$ cat src/rtl/exc_pkg.sv
package exc_pkg;
  localparam int XLEN = 32;
  typedef logic [XLEN-1:0] word_t;

  localparam int CODE_W = 5;
  localparam int COP_W  = 2;
  localparam int SET_W  = 4;
  localparam int IDX_W  = 3;

  // status fields
  localparam int ST_EXL = 1;
  localparam int ST_BEV = 22;
  localparam int ST_CU1 = 29;
  // cause fields
  localparam int CA_EC_LO = 2;
  localparam int CA_IV    = 23;
  localparam int CA_CE_LO = 28;
  localparam int CA_BD    = 31;
  // shadow-set control fields
  localparam int SR_CUR_LO  = 0;
  localparam int SR_PREV_LO = 6;
  localparam int SR_EXC_LO  = 12;

  // register indexes
  localparam logic [IDX_W-1:0] IX_STATUS = 3'd0;
  localparam logic [IDX_W-1:0] IX_CAUSE  = 3'd1;
  localparam logic [IDX_W-1:0] IX_EPC    = 3'd2;
  localparam logic [IDX_W-1:0] IX_BADVA  = 3'd3;
  localparam logic [IDX_W-1:0] IX_SRS    = 3'd4;
  localparam logic [IDX_W-1:0] IX_EBASE  = 3'd5;

  // cause codes used for decisions
  localparam logic [CODE_W-1:0] EC_INT    = 5'd0;
  localparam logic [CODE_W-1:0] EC_TLB_LD = 5'd2;
  localparam logic [CODE_W-1:0] EC_TLB_ST = 5'd3;
  localparam logic [CODE_W-1:0] EC_ADE_ST = 5'd5;
  localparam logic [CODE_W-1:0] EC_CPU    = 5'd11;
  localparam logic [CODE_W-1:0] EC_OVF    = 5'd12;

  function automatic logic code_is_tlb(input logic [CODE_W-1:0] c);
    return (c == EC_TLB_LD) || (c == EC_TLB_ST);
  endfunction

  function automatic logic code_keeps_addr(input logic [CODE_W-1:0] c);
    return (c != EC_INT) && (c <= EC_ADE_ST);
  endfunction
endpackage

$ cat src/rtl/exc_epc_calc.sv
module exc_epc_calc
  import exc_pkg::*;
#(
  parameter int INSN_BYTES = 4
) (
  input  word_t pc,
  input  word_t npc,
  output logic  in_delay,
  output word_t epc
);
  localparam word_t STEP = word_t'(INSN_BYTES);

  function automatic word_t back_one(input word_t a);
    return a - STEP;
  endfunction

  assign in_delay = (npc != pc + STEP);
  assign epc      = in_delay ? back_one(pc) : pc;
endmodule

$ cat src/rtl/exc_vector_sel.sv
module exc_vector_sel
  import exc_pkg::*;
#(
  parameter int    INSN_BYTES   = 4,
  parameter word_t BOOT_OVF_VEC = 32'hBFC0_0200,
  parameter word_t OFF_GENERAL  = 32'h0000_0180,
  parameter word_t OFF_INTVEC   = 32'h0000_0200
) (
  input  logic [CODE_W-1:0] code,
  input  logic              refill,
  input  logic              exl,
  input  logic              bev,
  input  logic              iv,
  input  word_t             ebase,
  output word_t             handler,
  output word_t             handler_n,
  output word_t             handler_nn
);
  localparam word_t STEP = word_t'(INSN_BYTES);

  function automatic word_t pick_handler(
    input logic [CODE_W-1:0] c, input logic rf, input logic x,
    input logic b, input logic v, input word_t base);
    if (c == EC_OVF && b)                  return BOOT_OVF_VEC;
    else if (rf && code_is_tlb(c) && !x)   return base;
    else if (c == EC_INT && v)             return base + OFF_INTVEC;
    else                                   return base + OFF_GENERAL;
  endfunction

  assign handler    = pick_handler(code, refill, exl, bev, iv, ebase);
  assign handler_n  = handler + STEP;
  assign handler_nn = handler + (STEP << 1);
endmodule

$ cat src/rtl/exc_ctrl_regs.sv
module exc_ctrl_regs
  import exc_pkg::*;
#(
  parameter word_t EBASE_RST = 32'h8000_0000
) (
  input  logic              clk,
  input  logic              rst_n,
  input  logic              entry,
  input  logic [CODE_W-1:0] code,
  input  logic [COP_W-1:0]  cop,
  input  word_t             fault_addr,
  input  logic              in_delay,
  input  word_t             epc_val,
  input  logic              sw_we,
  input  logic [IDX_W-1:0]  sw_addr,
  input  word_t             sw_wdata,
  output word_t             status_q,
  output word_t             cause_q,
  output word_t             epc_q,
  output word_t             badva_q,
  output word_t             srs_q,
  output word_t             ebase_q
);
  localparam word_t STATUS_RST = word_t'(1) << ST_CU1;

  logic swap_sets;
  logic take_addr;
  logic sw_apply;
  assign swap_sets = entry && !status_q[ST_EXL] && !status_q[ST_BEV];
  assign take_addr = entry && code_keeps_addr(code);
  assign sw_apply  = sw_we && !entry;

  always_ff @(posedge clk or negedge rst_n) begin
    if (!rst_n) begin
      status_q <= STATUS_RST;
      cause_q  <= '0;
      epc_q    <= '0;
      badva_q  <= '0;
      srs_q    <= '0;
      ebase_q  <= EBASE_RST;
    end else if (entry) begin
      status_q[ST_EXL]               <= 1'b1;
      cause_q[CA_EC_LO +: CODE_W]    <= code;
      cause_q[CA_BD]                 <= in_delay;
      cause_q[CA_CE_LO +: COP_W]     <= (code == EC_CPU) ? cop : '0;
      epc_q                          <= epc_val;
      if (take_addr) badva_q <= fault_addr;
      if (swap_sets) begin
        srs_q[SR_PREV_LO +: SET_W] <= srs_q[SR_CUR_LO +: SET_W];
        srs_q[SR_CUR_LO +: SET_W]  <= srs_q[SR_EXC_LO +: SET_W];
      end
    end else if (sw_apply) begin
      case (sw_addr)
        IX_STATUS: status_q <= sw_wdata;
        IX_CAUSE:  cause_q  <= sw_wdata;
        IX_EPC:    epc_q    <= sw_wdata;
        IX_BADVA:  badva_q  <= sw_wdata;
        IX_SRS:    srs_q    <= sw_wdata;
        IX_EBASE:  ebase_q  <= sw_wdata;
        default: ;
      endcase
    end
  end

  AST_EXL_SET: assert property (@(posedge clk) disable iff (!rst_n)
    entry |=> status_q[ST_EXL]);
  AST_CODE_WRITE: assert property (@(posedge clk) disable iff (!rst_n)
    entry |=> cause_q[CA_EC_LO +: CODE_W] == $past(code));
  AST_BD_SEQ: assert property (@(posedge clk) disable iff (!rst_n)
    (entry && !in_delay) |=> (!cause_q[CA_BD] && epc_q == $past(epc_val)));
  AST_CE_CLEAR: assert property (@(posedge clk) disable iff (!rst_n)
    (entry && code != EC_CPU) |=> cause_q[CA_CE_LO +: COP_W] == '0);
  AST_SETS_KEEP: assert property (@(posedge clk) disable iff (!rst_n)
    (entry && (status_q[ST_EXL] || status_q[ST_BEV])) |=> $stable(srs_q));
  AST_SETS_ROTATE: assert property (@(posedge clk) disable iff (!rst_n)
    swap_sets |=> srs_q[SR_PREV_LO +: SET_W] == $past(srs_q[SR_CUR_LO +: SET_W]));
  AST_ADDR_KEEP: assert property (@(posedge clk) disable iff (!rst_n)
    (entry && !code_keeps_addr(code)) |=> $stable(badva_q));
  AST_SW_DROP: assert property (@(posedge clk) disable iff (!rst_n)
    entry |=> $stable(ebase_q));
endmodule

$ cat src/rtl/exc_entry_ctrl.sv
module exc_entry_ctrl
  import exc_pkg::*;
#(
  parameter int    INSN_BYTES   = 4,
  parameter word_t RESET_VEC    = 32'hBFC0_0000,
  parameter word_t BOOT_OVF_VEC = 32'hBFC0_0200,
  parameter word_t EBASE_RST    = 32'h8000_0000
) (
  input  logic              clk,
  input  logic              rst_n,
  input  logic              exc_valid,
  input  logic [4:0]        exc_code,
  input  logic              exc_refill,
  input  logic [31:0]       exc_addr,
  input  logic [1:0]        exc_cop,
  input  logic [31:0]       cur_pc,
  input  logic [31:0]       cur_npc,
  input  logic              sw_we,
  input  logic [2:0]        sw_addr,
  input  logic [31:0]       sw_wdata,
  output logic [31:0]       sw_rdata,
  output logic              redirect_valid,
  output logic [31:0]       redirect_pc,
  output logic [31:0]       redirect_npc,
  output logic [31:0]       redirect_nnpc
);
  localparam word_t STEP = word_t'(INSN_BYTES);

  word_t status_q, cause_q, epc_q, badva_q, srs_q, ebase_q;
  word_t epc_val, hnd, hnd_n, hnd_nn;
  logic  in_delay;

  exc_epc_calc #(.INSN_BYTES(INSN_BYTES)) u_epc (
    .pc(cur_pc), .npc(cur_npc), .in_delay(in_delay), .epc(epc_val)
  );

  exc_vector_sel #(.INSN_BYTES(INSN_BYTES), .BOOT_OVF_VEC(BOOT_OVF_VEC)) u_vec (
    .code(exc_code), .refill(exc_refill),
    .exl(status_q[ST_EXL]), .bev(status_q[ST_BEV]), .iv(cause_q[CA_IV]),
    .ebase(ebase_q), .handler(hnd), .handler_n(hnd_n), .handler_nn(hnd_nn)
  );

  exc_ctrl_regs #(.EBASE_RST(EBASE_RST)) u_regs (
    .clk(clk), .rst_n(rst_n), .entry(exc_valid), .code(exc_code),
    .cop(exc_cop), .fault_addr(exc_addr), .in_delay(in_delay),
    .epc_val(epc_val), .sw_we(sw_we), .sw_addr(sw_addr), .sw_wdata(sw_wdata),
    .status_q(status_q), .cause_q(cause_q), .epc_q(epc_q),
    .badva_q(badva_q), .srs_q(srs_q), .ebase_q(ebase_q)
  );

  always_ff @(posedge clk or negedge rst_n) begin
    if (!rst_n) begin
      redirect_valid <= 1'b0;
      redirect_pc    <= RESET_VEC;
      redirect_npc   <= RESET_VEC + STEP;
      redirect_nnpc  <= RESET_VEC + (STEP << 1);
    end else begin
      redirect_valid <= exc_valid;
      if (exc_valid) begin
        redirect_pc   <= hnd;
        redirect_npc  <= hnd_n;
        redirect_nnpc <= hnd_nn;
      end
    end
  end

  always_comb begin
    case (sw_addr)
      IX_STATUS: sw_rdata = status_q;
      IX_CAUSE:  sw_rdata = cause_q;
      IX_EPC:    sw_rdata = epc_q;
      IX_BADVA:  sw_rdata = badva_q;
      IX_SRS:    sw_rdata = srs_q;
      IX_EBASE:  sw_rdata = ebase_q;
      default:   sw_rdata = '0;
    endcase
  end

  AST_STROBE_DROP: assert property (@(posedge clk) disable iff (!rst_n)
    !exc_valid |=> !redirect_valid);
  AST_STROBE_RISE: assert property (@(posedge clk) disable iff (!rst_n)
    exc_valid |=> redirect_valid);
  AST_SEQ_ADDRS: assert property (@(posedge clk) disable iff (!rst_n)
    redirect_valid |-> (redirect_npc - redirect_pc == STEP &&
                        redirect_nnpc - redirect_npc == STEP));
  AST_BOOT_OVF: assert property (@(posedge clk) disable iff (!rst_n)
    (exc_valid && exc_code == EC_OVF && status_q[ST_BEV]) |=> redirect_pc == BOOT_OVF_VEC);
endmodule

$ cat config.mk
export PLATFORM = sky130hd
export DESIGN_NAME = exc_entry_ctrl
export DESIGN_NICKNAME = d
export VERILOG_FILES = /design/src/rtl/exc_pkg.sv /design/src/rtl/exc_epc_calc.sv /design/src/rtl/exc_vector_sel.sv /design/src/rtl/exc_ctrl_regs.sv /design/src/rtl/exc_entry_ctrl.sv
export SDC_FILE = /design/constraint.sdc
export NUM_CORES = 1
export LEC_CHECK = 0
export ABC_CLOCK_PERIOD_IN_PS = 8700
export CAP_MARGIN = 20
export CORE_UTILIZATION = 58
export CTS_BUF_LIST = sky130_fd_sc_hd__clkbuf_16
export DETAILED_ROUTE_END_ITERATION = 12
export GPL_ROUTABILITY_DRIVEN = 0
export PLACE_DENSITY_LB_ADDON = 0.1
export RECOVER_POWER = 50
export SYNTH_ARGS = -nofsm -noshare
export SYNTH_HDL_FRONTEND = slang
export SYNTH_SLANG_ARGS = --single-unit
$ cat constraint.sdc
create_clock -name clk -period 8.7 [get_ports clk]
set_clock_uncertainty 0.1 [all_clocks]
set_input_delay 2.61 -clock clk [delete_from_list [all_inputs] [get_ports clk]]
set_output_delay 2.61 -clock clk [all_outputs]
set_load 0.02 [all_outputs]
==> summary.txt <==
Worst Tran Pin Value: 5030 ps
via count of the first global-routing pass: 14.5k
sink count of the clock tree: 284
clock-pin transition on the worst setup and hold timing paths: 60 ps
share of synthesized flip-flops with an asynchronous set or reset: 1.00
share of the synthesized area in the top cell type: 0.390
hold buffers post-CTS: 0
number of core rows: 60
residual antenna-violating net count after detailed routing: 0
DP Area: 19,100 µm²
status: finished, violations left
dominant combinational cell family by area after synthesis: simple AND/OR/NAND/NOR gates
crit path launch: sw_addr[0]
clock tree from TritonCTS: done
postcts setup bufs: 0
unrepaired setup endpoints after global routing: no
classification of the worst-slack hold path: flop to flop
post-synthesis instance area: 16,200 µm²
vertical die dimension: 169 µm
post-synthesis register bit count: 284
kind of end point of the critical path: output pin
later-pin clock latency in the skew report: 600 ps
initial core utilization: 0.598
number of top-level pins: 272
register-to-register setup slack: 3950 ps
depth of the worst register-to-register path: 9
total inserted antenna cells: 0
First DRT Iteration DRCs: 1,820
headroom to the max-slew limit: -2.35
number of distinct standard cells referenced by the synthesized netlist: 76
initial antenna violation count: 0
compound-gate portion of the synthesized area: 0.153
count of maximum capacitance violations: 2
required time at the worst-slack endpoint: 5990 ps
minimum period implied by the final worst setup slack: 7670 ps
hold path depth: 2
filler instances: 1,972
nets in the synthesized netlist: 1,856
overall power consumption: 4520 µW
# H-tree levels: 1
Layout area overhead: 23.9%
number of instances in the synthesized netlist: 1,707
final cycle utilization of the critical path: 0.881
cell with the most instances after synthesis: sky130_fd_sc_hd__dfrtp_1
XOR/XNOR share of the synthesized area: 0.0539
Slowest Stage Delay on Critical Path: 670 ps
first-pass GRT wire length: 79.9 mm
critical register-to-register path startpoint: u_regs.cause_q[23]$_DFFE_PN0P_
width of the die: 169 µm
vias per std cell: 6.51
Area contributors post-synth: sky130_fd_sc_hd__dfrtp_1, sky130_fd_sc_hd__mux2_2, sky130_fd_sc_hd__dfstp_2, sky130_fd_sc_hd__nand2_1, sky130_fd_sc_hd__a22oi_1
EDFF count, synth: 0
total track usage: 0.356
clock buffers created by TritonCTS: 30
DRC viols: 0
Adder-Cell Fraction of Synth Area: 0.00462
root buffer cell: sky130_fd_sc_hd__clkbuf_16
Final nets: 2,048
WL/cell: 22.3 µm
drt first pass iters: 7
critical path peak fanout: 34
Total Die Area: 28,700 µm²
final number of hold-violating endpoints: 0
startpoint type of the worst setup path: primary input
mux cell area share after synthesis: 0.113
count of vias placed by the detailed router: 14.9k
number of port buffers: 271
Hold Path Origin: redirect_pc[28]$_DFFE_PN1P_
Max Buffers Root-to-Sink: 3
VDD IR max: 147 µV
largest area contributor in the netlist: sky130_fd_sc_hd__dfrtp_1
crit-path cells: dlygate4sd3_1, nor3b_1, buf_4, a22oi_1, nand3_1, clkdlybuf4s50_1
final cell area excluding filler cells: 20,100 µm²
core area: 27,200 µm²
endpoints failing setup: 0
overall overflow remaining after global route: 0
synth cell count leaders: sky130_fd_sc_hd__dfrtp_1, sky130_fd_sc_hd__nand2_1, sky130_fd_sc_hd__clkbuf_1, sky130_fd_sc_hd__mux2_2, sky130_fd_sc_hd__a22oi_1
post-synthesis area per instance: 9.51 µm²
Slew Limit Fails: 119
aggregate negative setup slack: 0 ps
maximum operating frequency: 0.130 GHz
library cell contributing the largest single delay on the critical path: sky130_fd_sc_hd__dlygate4sd3_1
power density over the cells: 225 nW/µm²
number of warnings reported in the yosys synthesis log: 0
final wirelength: 51.2 mm
sequential share of the synthesized area: 0.440
cts repair resizes: 0
pin count of the biggest net entering global routing: 193
static leakage power: 0.00810 µW
share of post-route cells with drive strength above 1: 0.114
Reg2Reg Capture Point: redirect_npc[28]$_DFFE_PN1P_
Worst Path Arrival: 4960 ps
violations in the final reports: max-capacitance violations, max-slew violations
detailed-placement wirelength estimate: 36.3 mm
top flip-flop cell by instance count after synthesis: sky130_fd_sc_hd__dfrtp_1
worst setup path class: primary input to output pin
hold endpoint: redirect_pc[28]$_DFFE_PN1P_
fraction of the mapped netlist area in simple logic gates: 0.197
[worst max path at each step]
stage / to / cells after the start
6_report: sw_rdata[22] / 6
5_1_grt: redirect_pc[20]$_DFFE_PN0P_ / 1
4_1_cts: sw_rdata[31] / 6
3_5_place_dp: sw_rdata[31] / 6
3_3_place_gp: sw_rdata[13] / 6
2_1_floorplan: sw_rdata[0] / 4
[cells by family (layout without fill, tap and decap cells)]
kind of cell	count (synthesis)	count (layout)
AO/OA/AOI/OAI	375	375
XOR/XNOR	100	100
adder cells (fa/ha/maj)	6	6
buffers and inverters	155	371
flip-flops	284	284
multiplexers	170	170
AND/OR/NAND/NOR	617	617
[flip-flops by register name (all words and copies together) (netlist names)]
name             cells
u_regs.epc_q        32
u_regs.status_q     32
redirect_valid       1
redirect_nnpc       29
redirect_npc        30
u_regs.badva_q      32
u_regs.cause_q      32
u_regs.ebase_q      32
u_regs.srs_q        32
redirect_pc         32
[routing by layer]
metal | wire length [µm] | vias to the layer above | GRT usage
met5 | 0 | - | 0
met4 | 2920 | 0 | 0.195
met3 | 4450 | 186 | 0.0543
met2 | 23700 | 882 | 0.570
met1 | 20200 | 7217 | 0.467
li1 | - | 6656 | -
[area by class of cell]
| type | instances | area, µm² | area share |
|---|---|---|---|
| Sequential cell | 284 | 7150 | 0.355 |
| Clock inverter | 26 | 297 | 0.0147 |
| Multi-Input combinational cell | 1268 | 8500 | 0.422 |
| Timing Repair Buffer | 289 | 2860 | 0.142 |
| Inverter | 26 | 97.6 | 0.00485 |
| Clock buffer | 30 | 751 | 0.0373 |
| Tap cell | 372 | 465 | 0.0231 |
[through the flow]
step | util | instances | setup slack [ps] | hold WS, ps
after floorplan | - | 1707 | 2260 | 346
after global routing | 0.740 | 2295 | 926 | 390
final | 0.740 | 2295 | 1030 | 377
after global placement | 0.702 | 2238 | 1290 | 359
after detailed placement | 0.702 | 2238 | 1210 | 364
after CTS | 0.740 | 2294 | 1200 | 379
[worst max-delay path: cells and delay by family]
kind / cells / cell delay [ps]
buf+inv: 3 / 1740
simple gates: 2 / 430
compound gates: 1 / 170
[layout by cell type (no fill, tap or decap), types with 19 or more instances in the layout]
cell | Yosys | routed
sky130_fd_sc_hd__dfstp_2 | 31 | 31
sky130_fd_sc_hd__a31oi_1 | 29 | 29
sky130_fd_sc_hd__and3_1 | 21 | 21
sky130_fd_sc_hd__inv_1 | 25 | 32
sky130_fd_sc_hd__a211oi_1 | 37 | 37
sky130_fd_sc_hd__nand2_1 | 206 | 205
sky130_fd_sc_hd__nor2b_1 | 26 | 26
sky130_fd_sc_hd__a22oi_1 | 98 | 98
sky130_fd_sc_hd__clkdlybuf4s50_1 | 0 | 237
sky130_fd_sc_hd__nand4_1 | 31 | 31
sky130_fd_sc_hd__nand3_1 | 70 | 70
sky130_fd_sc_hd__xor2_1 | 30 | 30
sky130_fd_sc_hd__nor3_1 | 34 | 33
sky130_fd_sc_hd__a21oi_1 | 68 | 67
sky130_fd_sc_hd__nor2_1 | 86 | 86
sky130_fd_sc_hd__xnor2_1 | 70 | 70
sky130_fd_sc_hd__mux2_2 | 109 | 109
sky130_fd_sc_hd__clkbuf_16 | 0 | 30
sky130_fd_sc_hd__dlygate4sd3_1 | 0 | 32
sky130_fd_sc_hd__o21ai_0 | 75 | 75
sky130_fd_sc_hd__dfrtp_1 | 253 | 253
sky130_fd_sc_hd__nor4_1 | 27 | 27
sky130_fd_sc_hd__and4_1 | 19 | 19
sky130_fd_sc_hd__mux2i_1 | 61 | 61
[power by group]
group | leakage, µW | switching (µW) | internal, µW
logic | 0.00419 | 679 | 592
registers | 0.00338 | 262 | 1630
clock network | 0.000527 | 550 | 806
Note: power is estimated with default switching activity, not from simulation.
